<file path="src/rtl/ipi_regs_pkg.sv">
package ipi_regs_pkg;
  typedef enum logic [2:0] {
    SEL_NONE,
    SEL_STAT,
    SEL_ENAB,
    SEL_SET,
    SEL_CLR,
    SEL_MBOX
  } reg_sel_e;

  localparam logic [7:0] OFS_STAT  = 8'h00;
  localparam logic [7:0] OFS_ENAB  = 8'h04;
  localparam logic [7:0] OFS_SET   = 8'h08;
  localparam logic [7:0] OFS_CLR   = 8'h0C;
  localparam logic [7:0] OFS_MBOX  = 8'h20;
endpackage

</file>
<file path="src/rtl/ipi_addr_decode.sv">
module ipi_addr_decode
  import ipi_regs_pkg::*;
#(
  parameter int unsigned ADDR_W     = 8,
  parameter int unsigned MBOX_WORDS = 8,
  localparam int unsigned WA_W      = ADDR_W - 2,
  localparam int unsigned IDX_W     = (MBOX_WORDS > 1) ? $clog2(MBOX_WORDS) : 1
) (
  input  logic [WA_W-1:0]  word_addr_i,
  output reg_sel_e         sel_o,
  output logic [IDX_W-1:0] mbox_idx_o
);
  logic [WA_W-1:0] mbox_off;

  always_comb begin
    mbox_off   = word_addr_i - WA_W'(OFS_MBOX >> 2);
    mbox_idx_o = mbox_off[IDX_W-1:0];
    if (word_addr_i == WA_W'(OFS_STAT >> 2))      sel_o = SEL_STAT;
    else if (word_addr_i == WA_W'(OFS_ENAB >> 2)) sel_o = SEL_ENAB;
    else if (word_addr_i == WA_W'(OFS_SET >> 2))  sel_o = SEL_SET;
    else if (word_addr_i == WA_W'(OFS_CLR >> 2))  sel_o = SEL_CLR;
    else if (mbox_off < WA_W'(MBOX_WORDS))        sel_o = SEL_MBOX;
    else                                          sel_o = SEL_NONE;
  end
endmodule

</file>
<file path="src/rtl/ipi_mailbox.sv">
module ipi_mailbox #(
  parameter int unsigned DATA_W = 32,
  parameter int unsigned WORDS  = 8,
  localparam int unsigned IDX_W = (WORDS > 1) ? $clog2(WORDS) : 1
) (
  input  logic              clk_i,
  input  logic              rst_ni,
  input  logic              wr_i,
  input  logic [IDX_W-1:0]  idx_i,
  input  logic [DATA_W-1:0] wdata_i,
  output logic [DATA_W-1:0] rdata_o
);
  logic [DATA_W-1:0] word_q [WORDS];

  for (genvar g = 0; g < WORDS; g++) begin : g_word
    always_ff @(posedge clk_i or negedge rst_ni) begin
      if (!rst_ni)                            word_q[g] <= '0;
      else if (wr_i && idx_i == IDX_W'(g))    word_q[g] <= wdata_i;
    end
  end

  assign rdata_o = word_q[idx_i];


  mbox_wr_lands_chk: assert property (@(posedge clk_i) disable iff (!rst_ni)
    wr_i |=> rdata_o == $past(wdata_i) || idx_i != $past(idx_i));
endmodule

</file>
<file path="src/rtl/ipi_irq_ctrl.sv">
module ipi_irq_ctrl #(
  parameter int unsigned DATA_W = 32
) (
  input  logic              clk_i,
  input  logic              rst_ni,
  input  logic              set_wr_i,
  input  logic              clr_wr_i,
  input  logic              en_wr_i,
  input  logic [DATA_W-1:0] wdata_i,
  input  logic [DATA_W-1:0] post_i,
  output logic [DATA_W-1:0] status_o,
  output logic [DATA_W-1:0] enable_o,
  output logic              irq_o
);
  logic [DATA_W-1:0] status_q, status_d, enable_q, set_bits, clr_bits;
  logic              irq_q, irq_d, raise, lower;

  always_comb begin
    set_bits = (set_wr_i ? wdata_i : '0) | post_i;
    clr_bits = clr_wr_i ? wdata_i : '0;
    // clear before post so posted bits survive a same-cycle clear
    status_d = (status_q & ~clr_bits) | set_bits;
    raise    = (|set_bits) && (|(status_d & enable_q));
    lower    = clr_wr_i && (status_d == '0) && (|enable_q);
    irq_d    = raise ? 1'b1 : (lower ? 1'b0 : irq_q);
  end

  always_ff @(posedge clk_i or negedge rst_ni) begin
    if (!rst_ni) begin
      status_q <= '0;
      enable_q <= '0;
      irq_q    <= 1'b0;
    end else begin
      status_q <= status_d;
      irq_q    <= irq_d;
      if (en_wr_i) enable_q <= wdata_i;
    end
  end

  assign status_o = status_q;
  assign enable_o = enable_q;
  assign irq_o    = irq_q;


  irq_rise_src_chk: assert property (@(posedge clk_i) disable iff (!rst_ni)
    $rose(irq_q) |-> $past(set_wr_i || (|post_i)));

  irq_fall_src_chk: assert property (@(posedge clk_i) disable iff (!rst_ni)
    $fell(irq_q) |-> $past(clr_wr_i) && status_q == '0);

  en_wr_hold_chk: assert property (@(posedge clk_i) disable iff (!rst_ni)
    (en_wr_i && !set_wr_i && !clr_wr_i && post_i == '0) |=> $stable(irq_q));

  status_hold_chk: assert property (@(posedge clk_i) disable iff (!rst_ni)
    (!set_wr_i && !clr_wr_i && post_i == '0) |=> $stable(status_q));
endmodule

</file>
<file path="src/rtl/ipi_core_regs.sv">
module ipi_core_regs
  import ipi_regs_pkg::*;
#(
  parameter int unsigned ADDR_W     = 8,
  parameter int unsigned DATA_W     = 32,
  parameter int unsigned MBOX_WORDS = 8,
  localparam int unsigned IDX_W     = (MBOX_WORDS > 1) ? $clog2(MBOX_WORDS) : 1
) (
  input  logic              clk_i,
  input  logic              rst_ni,
  input  logic [ADDR_W-1:0] bus_addr_i,
  input  logic              bus_wr_i,
  input  logic              bus_rd_i,
  input  logic [DATA_W-1:0] bus_wdata_i,
  output logic [DATA_W-1:0] bus_rdata_o,
  input  logic [DATA_W-1:0] post_bits_i,
  output logic              irq_o
);
  reg_sel_e          sel;
  logic [IDX_W-1:0]  mbox_idx;
  logic [DATA_W-1:0] status, enable, mbox_rdata, rd_mux, rdata_q;
  logic [1:0]        unused_byte_lanes;

  assign unused_byte_lanes = bus_addr_i[1:0];

  ipi_addr_decode #(
    .ADDR_W     (ADDR_W),
    .MBOX_WORDS (MBOX_WORDS)
  ) u_decode (
    .word_addr_i (bus_addr_i[ADDR_W-1:2]),
    .sel_o       (sel),
    .mbox_idx_o  (mbox_idx)
  );

  ipi_irq_ctrl #(
    .DATA_W (DATA_W)
  ) u_irq (
    .clk_i    (clk_i),
    .rst_ni   (rst_ni),
    .set_wr_i (bus_wr_i && sel == SEL_SET),
    .clr_wr_i (bus_wr_i && sel == SEL_CLR),
    .en_wr_i  (bus_wr_i && sel == SEL_ENAB),
    .wdata_i  (bus_wdata_i),
    .post_i   (post_bits_i),
    .status_o (status),
    .enable_o (enable),
    .irq_o    (irq_o)
  );

  ipi_mailbox #(
    .DATA_W (DATA_W),
    .WORDS  (MBOX_WORDS)
  ) u_mbox (
    .clk_i   (clk_i),
    .rst_ni  (rst_ni),
    .wr_i    (bus_wr_i && sel == SEL_MBOX),
    .idx_i   (mbox_idx),
    .wdata_i (bus_wdata_i),
    .rdata_o (mbox_rdata)
  );

  always_comb begin
    case (sel)
      SEL_STAT: rd_mux = status;
      SEL_ENAB: rd_mux = enable;
      SEL_MBOX: rd_mux = mbox_rdata;
      default:  rd_mux = '0;
    endcase
  end

  always_ff @(posedge clk_i or negedge rst_ni) begin
    if (!rst_ni)       rdata_q <= '0;
    else if (bus_rd_i) rdata_q <= rd_mux;
    else               rdata_q <= '0;
  end

  assign bus_rdata_o = rdata_q;


  set_clr_read_zero_chk: assert property (@(posedge clk_i) disable iff (!rst_ni)
    (bus_rd_i && (sel == SEL_SET || sel == SEL_CLR)) |=> bus_rdata_o == '0);

  idle_rdata_zero_chk: assert property (@(posedge clk_i) disable iff (!rst_ni)
    !bus_rd_i |=> bus_rdata_o == '0);
endmodule

</file>
<file path="config.mk">
export PLATFORM = sky130hd
export DESIGN_NAME = ipi_core_regs
export DESIGN_NICKNAME = d
export VERILOG_FILES = /design/src/rtl/ipi_regs_pkg.sv /design/src/rtl/ipi_addr_decode.sv /design/src/rtl/ipi_mailbox.sv /design/src/rtl/ipi_irq_ctrl.sv /design/src/rtl/ipi_core_regs.sv
export SDC_FILE = /design/constraint.sdc
export NUM_CORES = 1
export LEC_CHECK = 0
export BUFFER_PORTS_ARGS = -buffer_cell sky130_fd_sc_hd__buf_2
export CORE_AREA = 2 2 176 178
export CTS_CLUSTER_DIAMETER = 80
export DETAILED_ROUTE_END_ITERATION = 10
export DIE_AREA = 0 0 178 180
export GPL_ROUTABILITY_DRIVEN = 0
export HOLD_SLACK_MARGIN = 0.15
export PLACE_DENSITY = 0.7
export SYNTH_ARGS = -nofsm -noshare
export SYNTH_HDL_FRONTEND = slang
export SYNTH_SLANG_ARGS = --single-unit
</file>
<file path="constraint.sdc">
create_clock -name clk_i -period 2.67 [get_ports clk_i]
set_input_delay 0.534 -clock clk_i [delete_from_list [all_inputs] [get_ports clk_i]]
set_output_delay 0.534 -clock clk_i [all_outputs]
set_load 0.01 [all_outputs]
</file>
==> key figures <==
Yosys
  – Synth area leader: dfrtp_1
  – Post-synth top area share: 54.0%
  – Syn Std Cell Area: 0.0164 mm2
  – Synthesized instance count: 1152
  – Post-synth EDFFs: 0
  – Synth Net Count: 1229
  – Mean Syn Cell Area: 14.2 um2
  – Seq/Total Area, Yosys: 54.0%
  – Synth area leaders: dfrtp_1, mux2_2, mux4_2, mux2i_1, clkbuf_1
  – Synthesis-stage register bit count: 353
  – Synth warnings: 0
  – Top_reg_cell synth: dfrtp_1
  – Netlist cell types: 46
  – Ys async rst share: 100%

Outcome
  – Status: finished clean

Timing
  – Measured slew at the worst slew-check pin: 0.777 ns
  – RSZ-0062 raised after global routing: no
  – Setup Skew: 0.0181 ns
  – Pins Over Slew Limit: 0
  – Final min period: 2.40 ns
  – Tcrit/Tclk final: 89.7%
  – Fmax: 417 MHz
  – Final hold viol count: 0
  – Final setup viols: 0
  – Rel. slew slack: 48.2%
  – Setup_tns: 0 ns

CTS
  – H-tree depth: 2
  – Clock-pin slew on the worst setup and hold paths: 0.06 ns
  – CTS root buffer: clkbuf_16
  – CTS tree: built
  – Post-CTS Repair Setup Buffers: 0
  – CTS Buf Count: 39
  – CTS Sinks: 353
  – Worst-Skew Late Latency: 0.53 ns
  – Clock buffer depth: 3

Route
  – Vias per std cell: 6.36
  – 1st-iter DRT viols: 988
  – Antenna Nets Post-Route: 0
  – Per-cell routed wire length: 25.3 um
  – DR pass1 iterations: 6
  – Vias: 10772
  – DRC: 0
  – Routed WL: 42.8 mm

Worst hold path
  – Worst Hold End: u_irq.status_o[21]$_DFF_PN0_
  – Hold path depth: 2
  – Hold WC Path Type: primary input to flip-flop
  – HP Start: post_bits_i[21]

Final layout
  – Area grow syn2layout: 16.6%
  – N_diodes: 0
  – Fillers: 2269
  – Commonest non-fill, non-tap cells in the layout: dfrtp_1, mux2_2, buf_2, mux2i_1, mux4_2
  – Share of cells above drive strength 1: 46.7%
  – Fin nets: 1347
  – Commonest non-fill, non-tap cell in the layout: dfrtp_1

Worst setup path
  – WS Path Type: primary input to flip-flop
  – FF-to-FF setup slack: 0.62 ns
  – Worst setup SP type: primary input
  – WP data arrival: 2.78 ns
  – Max FO, Critical Path: 18
  – WP data required: 3.06 ns
  – Worst setup EP type: flip-flop
  – Reg-to-Reg End: u_irq.irq_o$_DFFE_PN0P_
  – R2R depth: 7
  – Crit Reg-Reg Startpoint: u_irq.status_o[18]$_DFF_PN0_

Job
  – MaxCap Viol Count: 0

Global route
  – Overall routing resource usage: 27.5%
  – Via count of the first global-routing pass: 11175
  – Total grt overflow: 0
  – First-pass GRT wire length: 66.7 mm
  – Initial antenna violation count: 2
  – Pin count of the biggest net entering global routing: 74

Floorplan
  – Die Height: 180 um
  – Starting Density: 54.2%
  – Rows: 64
  – Core box area: 0.0302 mm2
  – Die Span X: 178 um
  – Die area: 0.0320 mm2
  – IO Count: 109

Pwr
  – Pwr Total: 13.6 mW
  – P_leak: 9.09 nW
  – Power density of the placed cells: 715 mW/mm2
  – Peak supply drop: 433 uV

Place
  – Port buffer count: 106
  – DP HPWL: 27.6 mm
==> synthesized netlist by cell type (all sizes together) (2+ instances only) <==
cell type / n
a211o: 2
a21oi: 4
a222oi: 2
a22oi: 10
a311o: 28
a31oi: 29
a41o: 2
and2: 34
and3: 3
buf: 33
clkbuf: 76
dfrtp: 353
inv: 35
mux2: 284
mux2i: 64
mux4: 64
nand2: 13
nand3: 5
nand4: 9
nor2: 6
nor3: 4
nor4: 32
o21ai: 6
o22ai: 33
or3: 3
or4: 4
==> worst max path at each step <==
stage	start	to	slack (ns)
2_1_floorplan	bus_addr_i[5]	u_mbox.word_q[225]$_DFFE_PN0P_	0.02
3_3_place_gp	bus_addr_i[3]	u_irq.irq_o$_DFFE_PN0P_	-0.18
3_5_place_dp	bus_addr_i[3]	u_irq.irq_o$_DFFE_PN0P_	-0.19
4_1_cts	bus_addr_i[3]	u_irq.irq_o$_DFFE_PN0P_	0.34
5_1_grt	bus_addr_i[3]	u_irq.irq_o$_DFFE_PN0P_	0.14
6_report	bus_addr_i[3]	u_irq.irq_o$_DFFE_PN0P_	0.27
==> metrics by stage <==
step / util (%) / std cells / worst slack, ns / area (um2) / hold WS (ns)
3_3_place_gp: 58.9 / 1624 / -0.179 / 17800 / 0.456
3_5_place_dp: 58.9 / 1624 / -0.188 / 17800 / 0.469
5_1_grt: 63.2 / 1693 / 0.139 / 19100 / 0.268
4_1_cts: 63.2 / 1693 / 0.345 / 19100 / 0.249
2_1_floorplan: - / 1152 / 0.0192 / 16400 / 0.238
6_report: 63.2 / 1693 / 0.274 / 19100 / 0.273
==> per-layer routing <==
| metal | vias to the layer above | global-route usage (%) | share of wire [%] |
|---|---|---|---|
| met5 | - | 0 | 0.054 |
| met4 | 4 | 8.10 | 2.9 |
| met3 | 88 | 4.91 | 7.2 |
| met2 | 454 | 42.5 | 47 |
| met1 | 5645 | 40.2 | 43 |
| li1 | 4581 | - | - |
==> registers in the layout, summed over array words and instances, names as in the netlist <==
| name | cells |
|---|---|
| u_irq.enable_o | 32 |
| u_irq.status_o | 32 |
| u_mbox.word_q | 256 |
| u_irq.irq_o | 1 |
| bus_rdata_o | 32 |
==> cells by family after synthesis <==
group / synth area share, %
mux: 32.3
flops: 54.0
buf+inv: 3.56
compound gates: 5.57
simple gates: 4.45
xor+xnor: 0.0536
fa+ha+maj: 0.0765
==> where the power goes <==
part	internal (mW)	switching, mW	leakage, nW
registers	6.07	0.408	4.56
clock network	3.17	2.11	0.637
logic	1.07	0.803	3.89
==> timing repair <==
action | CTS | global route
resized for setup | 0 | 0
hold endpoints to repair | 54 | 0
setup endpoints to repair | 0 | 0
hold buffers | 1 | 0
==> area by class of cell <==
type / count / area, um2 / area share (%)
tap: 396 / 495 / 2.60
clock buffer: 58 / 1190 / 6.24
multi-input combinational: 655 / 6970 / 36.5
timing repair buffer: 186 / 1380 / 7.21
inverter: 35 / 131 / 0.689
clock inverter: 10 / 81.3 / 0.426
sequential: 353 / 8830 / 46.3
==> critical path, stage by stage <==
cell and delay (ns):
buf_2 0.14, and2_1 0.34, buf_4 0.32, a31oi_1 0.12, a311o_1 0.36, a22oi_1 0.34, nand3_1 0.12, o41ai_1 0.37
nand3_1 0.11
Note: power is estimated with default switching activity, not from simulation.
